==> src/rtl/dmac_pkg.sv <==
package dmac_pkg;
  localparam int unsigned BYTE_W = 8;
  localparam int unsigned WORD_W = 2 * BYTE_W;

  // Next transfer address: one byte or one word, up or down.
  function automatic logic [WORD_W-1:0] next_addr(input logic [WORD_W-1:0] a,
                                                  input logic wide, input logic down);
    logic [WORD_W-1:0] step;
    step = wide ? WORD_W'(2) : WORD_W'(1);
    return down ? a - step : a + step;
  endfunction

  // Count decrement; the top bit is the borrow that marks terminal count.
  function automatic logic [WORD_W:0] dec_count(input logic [WORD_W-1:0] c,
                                                 input logic wide);
    logic [WORD_W:0] step;
    step = wide ? (WORD_W+1)'(2) : (WORD_W+1)'(1);
    return {1'b0, c} - step;
  endfunction
endpackage

==> src/rtl/dmac_byte_ptr.sv <==
module dmac_byte_ptr (
  input  logic clk,
  input  logic rst_n,
  input  logic clr,
  input  logic step,
  output logic hi
);
  always_ff @(posedge clk) begin
    if (!rst_n || clr) hi <= 1'b0;
    else if (step)     hi <= ~hi;
  end

  p_toggle_r2: assert property (@(posedge clk) disable iff (!rst_n)
    (step && !clr) |=> (hi != $past(hi)));
  p_clear_r2: assert property (@(posedge clk) disable iff (!rst_n)
    clr |=> !hi);
endmodule

==> src/rtl/dmac_channel.sv <==
module dmac_channel
  import dmac_pkg::*;
#(
  parameter int unsigned DW = BYTE_W,
  localparam int unsigned AW = 2 * DW
)(
  input  logic          clk,
  input  logic          rst_n,
  input  logic          wr_en,
  input  logic          wr_cnt,
  input  logic          wr_hi,
  input  logic [DW-1:0] wdata,
  input  logic          xfer_en,
  input  logic          eop_en,
  input  logic          wide,
  input  logic          down,
  input  logic          autoinit,
  input  logic          hold,
  output logic [AW-1:0] cur_addr,
  output logic [AW-1:0] cur_cnt,
  output logic          wrap
);
  logic [AW-1:0] base_addr, base_cnt;
  logic [AW:0]   cnt_dec;
  logic          reload;

  assign cnt_dec = dec_count(cur_cnt, wide);
  assign reload  = eop_en && autoinit;
  assign wrap    = xfer_en && !wr_en && cnt_dec[AW];

  always_ff @(posedge clk) begin
    if (!rst_n) begin
      base_addr <= '0;
      cur_addr  <= '0;
      base_cnt  <= '0;
      cur_cnt   <= '0;
    end else if (wr_en) begin
      if (!wr_cnt && !wr_hi) begin base_addr[DW-1:0]  <= wdata; cur_addr[DW-1:0]  <= wdata; end
      if (!wr_cnt &&  wr_hi) begin base_addr[AW-1:DW] <= wdata; cur_addr[AW-1:DW] <= wdata; end
      if ( wr_cnt && !wr_hi) begin base_cnt[DW-1:0]   <= wdata; cur_cnt[DW-1:0]   <= wdata; end
      if ( wr_cnt &&  wr_hi) begin base_cnt[AW-1:DW]  <= wdata; cur_cnt[AW-1:DW]  <= wdata; end
    end else if (reload) begin
      cur_addr <= base_addr;
      cur_cnt  <= base_cnt;
    end else if (xfer_en) begin
      if (!hold) cur_addr <= next_addr(cur_addr, wide, down);
      cur_cnt <= cnt_dec[AW-1:0];
    end
  end

  p_hold_r10: assert property (@(posedge clk) disable iff (!rst_n)
    (xfer_en && hold && !wr_en && !reload) |=> $stable(cur_addr));
  p_word_lsb_r4: assert property (@(posedge clk) disable iff (!rst_n)
    (xfer_en && wide && !wr_en && !reload) |=> (cur_addr[0] == $past(cur_addr[0])));
  p_reload_r9: assert property (@(posedge clk) disable iff (!rst_n)
    (reload && !wr_en) |=> (cur_cnt == $past(base_cnt) && cur_addr == $past(base_addr)));
  p_wrap_r7: assert property (@(posedge clk) disable iff (!rst_n)
    wrap |-> (cur_cnt <= (wide ? AW'(1) : AW'(0))));
endmodule

==> src/rtl/dma_addr_count_unit.sv <==
module dma_addr_count_unit
  import dmac_pkg::*;
#(
  parameter int unsigned N_CH = 4,
  parameter int unsigned DW   = BYTE_W,
  localparam int unsigned AW  = 2 * DW,
  localparam int unsigned CW  = $clog2(N_CH)
)(
  input  logic            clk,
  input  logic            rst_n,
  input  logic            mclr,
  input  logic            ptr_clr,
  input  logic            cpu_wr,
  input  logic            cpu_rd,
  input  logic [CW-1:0]   cpu_ch,
  input  logic            cpu_sel_cnt,
  input  logic [DW-1:0]   cpu_wdata,
  output logic [DW-1:0]   cpu_rdata,
  input  logic [N_CH-1:0] ch_wide,
  input  logic [N_CH-1:0] ch_down,
  input  logic [N_CH-1:0] ch_autoinit,
  input  logic            mem2mem,
  input  logic            addr_hold,
  input  logic            xfer,
  input  logic [CW-1:0]   xfer_ch,
  input  logic            eop,
  output logic [AW-1:0]   xfer_addr,
  output logic            tc
);
  logic            ptr_hi;
  logic [AW-1:0]   addr_q [N_CH];
  logic [AW-1:0]   cnt_q  [N_CH];
  logic [N_CH-1:0] wrap_v;
  logic [AW-1:0]   rd_word, sel_addr;

  dmac_byte_ptr u_ptr (
    .clk(clk), .rst_n(rst_n), .clr(mclr || ptr_clr),
    .step(cpu_wr || cpu_rd), .hi(ptr_hi)
  );

  for (genvar c = 0; c < N_CH; c++) begin : g_ch
    logic hold_c;
    if (c == 0) begin : g_hold
      assign hold_c = mem2mem && addr_hold;
    end else begin : g_free
      assign hold_c = 1'b0;
    end
    dmac_channel #(.DW(DW)) u_ch (
      .clk(clk), .rst_n(rst_n),
      .wr_en(cpu_wr && cpu_ch == CW'(c)), .wr_cnt(cpu_sel_cnt), .wr_hi(ptr_hi),
      .wdata(cpu_wdata),
      .xfer_en(xfer && xfer_ch == CW'(c)), .eop_en(eop && xfer_ch == CW'(c)),
      .wide(ch_wide[c]), .down(ch_down[c]), .autoinit(ch_autoinit[c]),
      .hold(hold_c),
      .cur_addr(addr_q[c]), .cur_cnt(cnt_q[c]), .wrap(wrap_v[c])
    );
  end

  assign rd_word   = cpu_sel_cnt ? cnt_q[cpu_ch] : addr_q[cpu_ch];
  assign cpu_rdata = ptr_hi ? rd_word[AW-1:DW] : rd_word[DW-1:0];
  assign sel_addr  = addr_q[xfer_ch];
  assign xfer_addr = {sel_addr[AW-1:1], sel_addr[0] & ~ch_wide[xfer_ch]};

  always_ff @(posedge clk) begin
    if (!rst_n) tc <= 1'b0;
    else        tc <= |wrap_v;
  end

  p_a0_low_r5: assert property (@(posedge clk) disable iff (!rst_n)
    ch_wide[xfer_ch] |-> !xfer_addr[0]);
  p_tc_cause_r7: assert property (@(posedge clk) disable iff (!rst_n)
    tc |-> $past(xfer));
  p_wrap_single_r7: assert property (@(posedge clk) disable iff (!rst_n)
    $onehot0(wrap_v));
endmodule

==> config.mk <==
export PLATFORM = sky130hd
export DESIGN_NAME = dma_addr_count_unit
export DESIGN_NICKNAME = d
export VERILOG_FILES = /design/src/rtl/dmac_pkg.sv /design/src/rtl/dmac_byte_ptr.sv /design/src/rtl/dmac_channel.sv /design/src/rtl/dma_addr_count_unit.sv
export SDC_FILE = /design/constraint.sdc
export NUM_CORES = 1
export LEC_CHECK = 0
export ABC_AREA = 0
export BUFFER_PORTS_ARGS = -buffer_cell sky130_fd_sc_hd__buf_2
export CAP_MARGIN = 20
export CORE_ASPECT_RATIO = 1.75
export CORE_MARGIN = 3
export CORE_UTILIZATION = 60
export CTS_CLUSTER_SIZE = 14
export DETAILED_ROUTE_END_ITERATION = 6
export PLACE_DENSITY = 0.85
export SLEW_MARGIN = 25
export SYNTH_ARGS = -nofsm -noshare
export SYNTH_HDL_FRONTEND = slang
export SYNTH_SLANG_ARGS = --single-unit
==> constraint.sdc <==
create_clock -name clk -period 3.5 [get_ports clk]
set_clock_uncertainty 0.2 [all_clocks]
set_input_delay 0.35 -clock clk [delete_from_list [all_inputs] [get_ports clk]]
set_output_delay 0.35 -clock clk [all_outputs]
set_load 0.01 [all_outputs]
# [Word-level counts from Yosys, hierarchy flattened]
# Cells that the tools add are included.
[totals] out_inout_bits=25 inputBits=35 regBits=258 word_cells=209
[classes] eq_ne=23 n_reduce_logical=78 bitwise=5 muxes=54 add_sub_neg=12 magnitude_cmp=3
[ops] operator="16-bit 2-to-1 mux" count=36
[ops] operator="16-bit binary-select mux with 2-bit select" count=3
[ops] operator="16-bit by 17-bit subtractor with 17-bit output" count=4
[ops] operator="16-bit adder" count=4
[ops] operator="16-bit subtractor" count=4
[ops] operator="2-bit AND reduction" count=30
[ops] operator="8-bit 2-to-1 mux" count=5
[ops] operator="2-bit != test, second input constant" count=16
[ops] operator="1-bit logical AND" count=29
[ops] operator="2-bit 2-to-1 mux" count=8
[ops] operator="3-bit nonzero test" count=4
[ops] operator="2-bit == test, second input constant" count=4
[ops] operator="1-bit zero test" count=7
[ops] operator="3-bit >= comparator, second input constant" count=2
[ops] operator="2-bit inverter with 3-bit output" count=2
[ops] operator="3-bit AND reduction" count=2
[ops] operator="2-bit by 1-bit == test with 1-bit output, second input constant" count=2
[ops] operator="2-bit zero test" count=2
[ops] operator="4-bit OR reduction" count=1
[ops] operator="1-bit logical OR" count=3
[ops] operator="2-bit by 3-bit less-than comparator with 1-bit output, second input constant" count=1
[ops] operator="3-bit by 2-bit != test with 1-bit output, second input constant" count=1
[ops] operator="1-bit binary-select mux with 2-bit select" count=1
[ops] operator="1-bit inverter" count=2
[ops] operator="2 further kinds" count=2

# [Depth between registers and ports, before layout]
# Gate-level depths: netlist (run 1).
[depth] ltp_word=7 ltp_mapped=11 mapped_depth_nobuf=11

# [Modules after synthesis]
# From an unflattened synthesis (run 1), not the netlist that was laid out.
[unflattened] cells_unflattened=2090 hier_area_um2=17276.6
[modules_own_cells] mod="dmac_channel at g_ch[0].u_ch ..." instances=3 cells_per_inst=489 seq_area_each_um2=1281.2 area_per_inst_um2=3898.7
[modules_own_cells] mod="dmac_channel at g_ch[2].u_ch" instances=1 cells_per_inst=502 seq_area_each_um2=1281.2 area_per_inst_um2=3950.0
[modules_own_cells] mod="dma_addr_count_unit" instances=1 cells_per_inst=118 seq_area_each_um2=20.0 area_per_inst_um2=1589.0
[modules_own_cells] mod="dmac_byte_ptr" instances=1 cells_per_inst=3 seq_area_each_um2=20.0 area_per_inst_um2=41.3

# [Worst setup path before layout (run 1)]
# OpenSTA, ideal clock, no wires.
[synth_timing] kind="input port to output port" from="in cpu_ch[0]" to="out cpu_rdata[6]" t_arrival_ns=1.977 path_stages=5 n_path_buf=3 t_required_ns=2.950 slack_ns=0.973 path_cell_list="buf_2 -> clkbuf_1 -> clkbuf_1 -> mux4_2 -> mux4_2"
[synth_between] elab_chain_cells=6 elab_cells_between_ends=9 classes_between="mux (8); bitwise (1)"
[synth_rtl] element="start, declared" line="dma_addr_count_unit.sv:15" source="input logic [CW-1:0] cpu_ch,"
[synth_rtl] element="2-bit inverter with 3-bit output (implied by the code) *" line="dma_addr_count_unit.sv:59" source="assign rd_word = cpu_sel_cnt ? cnt_q[cpu_ch] : addr_q[cpu_ch];"
[synth_rtl] element="16-bit binary-select mux with 2-bit select" line="dma_addr_count_unit.sv:59"
[synth_rtl] element="16-bit 2-to-1 mux (implied by the code) (2 in series)" line="dma_addr_count_unit.sv:59"
[synth_rtl] element="16-bit 2-to-1 mux *" line="dma_addr_count_unit.sv:59"
[synth_rtl] element="8-bit 2-to-1 mux *" line="dma_addr_count_unit.sv:60" source="assign cpu_rdata = ptr_hi ? rd_word[AW-1:DW] : rd_word[DW-1:0];"
[synth_rtl] element="end, declared" line="dma_addr_count_unit.sv:18" source="output logic [DW-1:0] cpu_rdata,"
# Mark *: on every way between the ends. The rest lies on a longest branch, timed or not. The select of a mux whose other input is x is not followed.

# [Worst setup path in the final report (run 1)]
[layout_timing] from="reg g_ch[2].u_ch.cur_addr[0]" to="reg g_ch[2].u_ch.cur_addr[8]"
[layout_between] elab_chain_cells=5 elab_cells_between_ends=6 classes_between="add/sub (2); mux (4)"
[layout_rtl] element="start, declared" line="dmac_channel.sv:19" source="output logic [AW-1:0] cur_addr,"
[layout_rtl] element="start signal, assigned by index" line="dmac_channel.sv:38" source="if (!wr_cnt && !wr_hi) begin base_addr[DW-1:0] <= wdata; cur_addr[DW-1:0] <= wdata; end"
[layout_rtl] element="start signal, assigned by index" line="dmac_channel.sv:39" source="if (!wr_cnt && wr_hi) begin base_addr[AW-1:DW] <= wdata; cur_addr[AW-1:DW] <= wdata; end"
[layout_rtl] element="start signal, assigned" line="dmac_channel.sv:43" source="cur_addr <= base_addr;"
[layout_rtl] element="16-bit adder or 16-bit subtractor (tied branches)" line="dmac_pkg.sv:10" source="return down ? a - step : a + step;"
[layout_rtl] element="16-bit 2-to-1 mux *" line="dmac_pkg.sv:10"
[layout_rtl] element="16-bit 2-to-1 mux *" line="dmac_channel.sv:45" source="end else if (xfer_en) begin"
[layout_rtl] element="16-bit 2-to-1 mux *" line="dmac_channel.sv:42" source="end else if (reload) begin"
[layout_rtl] element="16-bit 2-to-1 mux *" line="dmac_channel.sv:37" source="end else if (wr_en) begin"
# Marks and branches as above.
# A chain may end at the register's enable or synchronous reset.

==> flow_metrics.py, run 1 <==
metrics = {
    "clocking": {
        "numCtsBuffers": 25,
        "cts_tree": "yes",
        "cts.clk_slew.worst_paths_ns": 0.07,
        "clockRootBuffer": "clkbuf_16",
        "ctsResizeCount": 0,
        "postCtsSetupBuffers": 0,
        "insertion_delay_ns": 0.54,
        "cts.sinks": 258,
        "clockBufferDepth": 3,
        "htree_levels": 1,
    },
    "global_route": {
        "grt_pass1_vias": 16537,
        "use_met1": 0.437,
        "use_met2": 0.618,
        "gr-total-overflow": 0,
        "grt_pass1_wl_um": 93000,
        "grt.busiest_layer": "met2",
        "grt_max_degree": 84,
        "gr-usage-met3": 0.0714,
        "antenna_found_initial": 1,
        "groute.usage.overall": 0.387,
    },
    "synthesis": {
        "synth_most_common_cell": "nand2_1",
        "async_reset_ff_frac": 0,
        "synthTopCellsByCount": "nand2_1, a21oi_1, dfxtp_1",
        "synth-edff-count": 0,
        "yosysTopAreaCell": "dfxtp_1",
        "synth_area_leaders": "dfxtp_1, a21oi_1, mux4_2",
        "synth_seq_cells": 258,
        "synth_nets": 2231,
        "yosysSeqAreaShare": 0.305,
        "yosysWarningCount": 0,
        "syn_area_um2": 17000,
        "synthFlopType": "dfxtp_1",
        "avgSynthCellArea_um2": 8.00,
        "synth_cell_types": 85,
        "synth_top_area_share": 0.305,
        "synthCells": 2120,
    },
    "timing": {
        "tns_ns": 0,
        "worstMarginPinSlew_ns": 0.906,
        "min_period_ns": 3.17,
        "fin_crit_sh": 0.904,
        "timing.fmax_mhz": 316,
        "relSlewSlack": 0.396,
        "slew_viol_final": 0,
        "finalSetupViolations": 0,
        "rsz0062_at_grt": "false",
        "fin_ws_ns": 0.334,
        "hold_viol": 0,
    },
    "critical_path": {
        "crit-reg2reg-launch": "g_ch[2].u_ch.cur_addr[0]$_SDFFE_PN0P_",
        "cp-end-kind": "flop",
        "critical_path_class": "flop to flop",
        "cp_data_arrival_time_ns": 3.41,
        "start_kind": "flop",
        "worstRegToRegCells": 10,
        "crit_path_max_fanout": 4,
        "reg2reg_slack_ns": 0.33,
        "worstPathRequired_ns": 3.74,
        "reg2reg_to": "g_ch[2].u_ch.cur_addr[8]$_SDFFE_PN0P_",
    },
    "pwr": {
        "ir_drop_mv": 0.364,
        "power.leakage_nw": 7.15,
        "p_per_area_nw_per_um2": 446,
    },
    "placement": {
        "dp_slack_ns": 0.297,
        "hpwl_um": 43500,
        "placedCellCount": 2459,
        "place_area_um2": 17500,
        "place_congestion": 1.06,
        "port_buffers": 59,
    },
    "drt": {
        "viasPerCell": 6.95,
        "avgRoutedWirePerCell_um": 24.3,
        "routed_wl_um": 60900,
        "ant_nets": 0,
        "first_iter_violations": 2006,
        "drt_first_pass_iters": 6,
        "drc": 0,
        "via_count": 17428,
    },
    "floorplanning": {
        "die_h_um": 228,
        "rows": 80,
        "die-area_um2": 30400,
        "core_um2": 27500,
        "initial_core_util": 0.616,
        "dieWidth_um": 133,
        "ioPinCount": 60,
    },
    "layout": {
        "design_area_um2": 18400,
        "final_nets": 2231,
        "finish.utilization": 0.668,
        "layout-drive-gt1-share": 0.112,
        "area_growth_pct": 8.42,
        "instances_no_fill": 2508,
    },
    "flow_run": {
        "max_cap_violations": 0,
    },
    "min_path": {
        "hold_path_class": "input pin to flop",
        "hold_depth": 3,
        "min-delay-start": "cpu_wdata[2]",
        "min_to": "g_ch[0].u_ch.base_addr[10]$_SDFFE_PN0P_",
    },
    "outcome": {
        "status": "finished, final reports clean",
    },
}
[worst max-delay path by stage]
stage	start	end	slack [ns]	depth (start not counted)
global route	g_ch[2].u_ch.cur_addr[0]$_SDFFE_PN0P_	g_ch[2].u_ch.cur_addr[14]$_SDFFE_PN0P_	0.05	10
detailed placement	ch_down[2]	g_ch[2].u_ch.cur_addr[14]$_SDFFE_PN0P_	0.30	9
CTS	g_ch[2].u_ch.cur_addr[0]$_SDFFE_PN0P_	g_ch[2].u_ch.cur_addr[14]$_SDFFE_PN0P_	0.48	10
global placement	ch_down[2]	g_ch[2].u_ch.cur_addr[14]$_SDFFE_PN0P_	0.46	9
finish	g_ch[2].u_ch.cur_addr[0]$_SDFFE_PN0P_	g_ch[2].u_ch.cur_addr[8]$_SDFFE_PN0P_	0.33	10
floorplan	cpu_ch[0]	cpu_rdata[6]	0.97	5
[cell type report]
type                    instances  area (µm²)
diodes                          1        2.50
multi-input cells            1673       11000
repair buffers                121         793
well taps                     369         462
flip-flops and latches        258        5160
clock buffers                  36         717
inverters                      41         159
fillers                      2310        9150
clock inverters                 9        77.6
[layout by cell type, fill, tap and decap left out, types with 7 or more instances in the layout]
cell type / Yosys / layout
nor4_1: 13 / 13
or3_1: 18 / 18
nand2_1: 311 / 311
o21a_1: 11 / 11
inv_1: 41 / 40
a21o_1: 20 / 20
buf_2: 13 / 59
buf_4: 0 / 57
nor3_1: 41 / 41
nand3b_1: 9 / 9
nor2b_1: 29 / 29
o22ai_1: 25 / 25
o211ai_1: 41 / 41
a21oi_1: 258 / 256
nand2b_1: 18 / 18
a221oi_1: 11 / 11
mux2i_1: 51 / 51
a31oi_1: 26 / 26
ha_1: 68 / 68
nand3_1: 37 / 37
xnor2_1: 55 / 55
dfxtp_1: 258 / 258
a211oi_1: 38 / 38
clkbuf_16: 0 / 25
nand4_1: 9 / 9
o221ai_1: 8 / 8
xor2_1: 29 / 29
fa_1: 8 / 8
mux4_2: 54 / 54
a311oi_1: 15 / 15
or4_1: 8 / 8
and2_1: 7 / 7
nor2_1: 187 / 187
o21ai_0: 151 / 151
[cell families after synthesis]
| group | Yosys count | synth area share |
|---|---|---|
| and+or+nand+nor | 730 | 0.198 |
| adders and majority gates | 76 | 0.0596 |
| xor gates and xnor gates | 84 | 0.0434 |
| buffers and inverters | 189 | 0.0476 |
| AOI/OAI and AO/OA | 676 | 0.243 |
| muxes | 107 | 0.104 |
| DFF | 258 | 0.305 |
[power breakdown]
| group | total (W) | leakage (nW) | switching [W] | internal, W |
|---|---|---|---|---|
| combinational | 0.00213 | 4.67 | 0.00125 | 0.000889 |
| clock | 0.00272 | 0.385 | 0.00122 | 0.00150 |
| sequential | 0.00335 | 2.10 | 0.000266 | 0.00308 |
| total | 0.00820 | 7.15 | 0.00273 | 0.00547 |
[metal layers]
layer	vias to the layer above	wire [µm]
li1	7771	-
met1	8084	19700
met2	1196	27400
met3	377	6900
met4	0	6890
met5	-	0
[registers in the layout, indices dropped and copies added (netlist names)]
register / cells
g_ch.u_ch.base_addr: 64
g_ch.u_ch.base_cnt: 64
g_ch.u_ch.cur_addr: 64
g_ch.u_ch.cur_cnt: 64
tc: 1
u_ptr.hi: 1
[per-stage QoR]
step / hold slack [ns] / power [W]
5_1_grt: 0.0757 / 0.00849
3_3_place_gp: 0.241 / 0.00539
2_1_floorplan: 0.228 / 0.00482
4_1_cts: 0.0557 / 0.00812
3_5_place_dp: 0.246 / 0.00545
6_report: 0.0708 / 0.00820
[worst max-delay path, cell delays in order (launching register included)]
cell,delay (ns)
dfxtp_1,0.58
inv_1,0.13
ha_1,0.26
fa_1,0.40
nor2b_1,0.16
o21ai_0,0.17
a21boi_0,0.42
o21ai_0,0.14
a21oi_1,0.20
xnor2_1,0.14
a221oi_1,0.28
[what timing repair did]
action                                  CTS  global route
endpoints found under the setup margin    0             0
hold endpoints to repair                  4             0
hold buffers                              3             0
No activity file was read; power rests on OpenSTA's default activity.
==> run 2, diff against run 1 <==
--- a/config.mk
+++ b/config.mk
@@ -13,6 +13,7 @@
 export CORE_UTILIZATION = 60
 export CTS_CLUSTER_SIZE = 14
 export DETAILED_ROUTE_END_ITERATION = 6
+export GPL_ROUTABILITY_DRIVEN = 0
 export PLACE_DENSITY = 0.85
 export SLEW_MARGIN = 25
 export SYNTH_ARGS = -nofsm -noshare
==> constraint.sdc (replaced) <==
create_clock -name clk -period 4.05 [get_ports clk]
set_clock_uncertainty 0.2 [all_clocks]
set_input_delay 0.405 -clock clk [delete_from_list [all_inputs] [get_ports clk]]
set_output_delay 0.405 -clock clk [all_outputs]
set_load 0.01 [all_outputs]
==> flow_metrics.py, run 2 (same netlist as run 1, synthesis figures left out) <==
metrics = {
    "outcome": {
        "status": "finished, final reports clean",
    },
    "drt": {
        "first_iter_violations": 2545,
        "avgRoutedWirePerCell_um": 24.6,
        "drt_first_pass_iters": 7,
        "via_count": 17736,
        "drc": 0,
        "routed_wl_um": 61100,
        "ant_nets": 0,
        "viasPerCell": 7.14,
    },
    "global_route": {
        "gr-total-overflow": 0,
        "grt_pass1_wl_um": 94500,
        "antenna_found_initial": 1,
        "groute.usage.overall": 0.392,
        "grt_max_degree": 114,
        "grt_pass1_vias": 16989,
    },
    "layout": {
        "diodes": 0,
        "final_common_cell": "nand2_1",
        "layout-drive-gt1-share": 0.105,
        "instances_no_fill": 2483,
        "area_growth_pct": 7.80,
        "final_cell_mix": "nand2_1, dfxtp_1, a21oi_1, nor2_1, o21ai_0",
        "final_nets": 2207,
    },
    "critical_path": {
        "crit-reg2reg-launch": "g_ch[0].u_ch.cur_addr[0]$_SDFFE_PN0P_",
        "max_stage_delay_ns": 0.59,
        "critical_path_class": "input pin to primary output",
        "crit_path_max_fanout": 25,
        "critPathSlowestCell": "mux4_1",
        "reg2reg_slack_ns": 0.92,
        "start_kind": "input pin",
        "cp-end-kind": "primary output",
        "worstPathRequired_ns": 3.44,
        "reg2reg_to": "g_ch[0].u_ch.cur_addr[12]$_SDFFE_PN0P_",
        "worstPathCellList": "buf_2 -> buf_4 -> mux4_1 -> mux4_2 -> buf_2",
        "cp_data_arrival_time_ns": 2.62,
        "worstRegToRegCells": 9,
        "worst_path_most_repeated_cell": "buf_2",
    },
    "timing": {
        "fin_hold_ws_ns": 0.131,
        "fin_ws_ns": 0.824,
        "hold_viol": 0,
        "slew_viol_final": 0,
        "relSlewSlack": 0.221,
        "timing.fmax_mhz": 310,
        "rsz0062_at_grt": "false",
        "tns_ns": 0,
        "min_period_ns": 3.23,
        "finalSetupViolations": 0,
        "fin_crit_sh": 0.797,
        "worstMarginPinSlew_ns": 1.17,
    },
    "floorplanning": {
        "core_um2": 27500,
        "die_h_um": 228,
        "ioPinCount": 60,
        "dieWidth_um": 133,
        "initial_core_util": 0.616,
        "die-area_um2": 30400,
        "rows": 80,
    },
    "clocking": {
        "ctsResizeCount": 0,
        "htree_levels": 1,
        "clockRootBuffer": "clkbuf_16",
        "postCtsSetupBuffers": 0,
        "cts.clk_slew.worst_paths_ns": 0.07,
        "numCtsBuffers": 26,
        "cts-hold-fix-buffers": 2,
        "cts.sinks": 258,
        "insertion_delay_ns": 0.57,
        "clockBufferDepth": 3,
        "cts_tree": "yes",
    },
    "placement": {
        "placedCellCount": 2435,
        "dp_slack_ns": 0.737,
        "hpwl_um": 42200,
        "port_buffers": 59,
    },
    "min_path": {
        "min_to": "g_ch[3].u_ch.base_cnt[12]$_SDFFE_PN0P_",
        "hold_depth": 3,
        "min-delay-start": "cpu_wdata[4]",
        "hold_path_class": "input pin to flop",
    },
    "pwr": {
        "power.leakage_nw": 7.08,
        "p_per_area_nw_per_um2": 401,
        "ir_drop_mv": 0.358,
    },
    "flow_run": {
        "max_cap_violations": 0,
    },
}
-- run 2: cell count changes in the layout (fill, tap and decap cells not counted), moves of 2 or more --
cell and delta:
clkbuf_1 -5, buf_12 -2, clkbuf_16 +2, buf_4 -22, bufinv_16 +2
-- run 2: critical path, delay by kind of cell --
| kind | cells | cell delay (ns) |
|---|---|---|
| multiplexers | 2 | 1.11 |
| buffers and inverters | 3 | 1.09 |
-- run 2: final cells by class --
cell class | instances | area, µm²
Clock inverter | 13 | 154
Clock buffer | 33 | 748
Timing Repair Buffer | 96 | 578
Inverter | 41 | 159
Tap cell | 369 | 462
Fill cell | 2203 | 9250
Sequential cell | 258 | 5160
Multi-Input combinational cell | 1673 | 11000
-- run 2: metal layers --
metal / global-route usage / share of wire / up-vias
met5: 0 / 0 / -
met4: 0.363 / 0.12 / 0
met3: 0.105 / 0.12 / 490
met2: 0.614 / 0.44 / 1391
met1: 0.425 / 0.31 / 8142
li1: - / - / 7713
-- run 2: worst max-delay path by stage --
stage	slack (ns)	depth (start not counted)	endpoint	startpoint
floorplan	1.41	5	cpu_rdata[6]	cpu_ch[0]
global placement	0.82	9	g_ch[2].u_ch.cur_addr[7]$_SDFFE_PN0P_	cpu_ch[1]
detailed placement	0.74	9	g_ch[2].u_ch.cur_addr[7]$_SDFFE_PN0P_	cpu_ch[1]
CTS	0.84	5	cpu_rdata[5]	cpu_ch[1]
global route	0.71	5	cpu_rdata[5]	cpu_ch[1]
finish	0.82	5	cpu_rdata[5]	cpu_ch[1]
-- run 2: power by group --
group	switching [W]	internal, W	total, W
Clock	0.00111	0.00150	0.00260
Combinational	0.00109	0.000752	0.00184
Sequential	0.000229	0.00266	0.00289
Total	0.00242	0.00491	0.00733
-- run 2: stage by stage --
step	power, W	utilization	instance area, µm²
detailed placement	0.00468	0.630	17300
CTS	0.00724	0.663	18300
global placement	0.00462	0.630	17300
global route	0.00759	0.664	18300
finish	0.00733	0.664	18300
floorplan	0.00417	-	17000
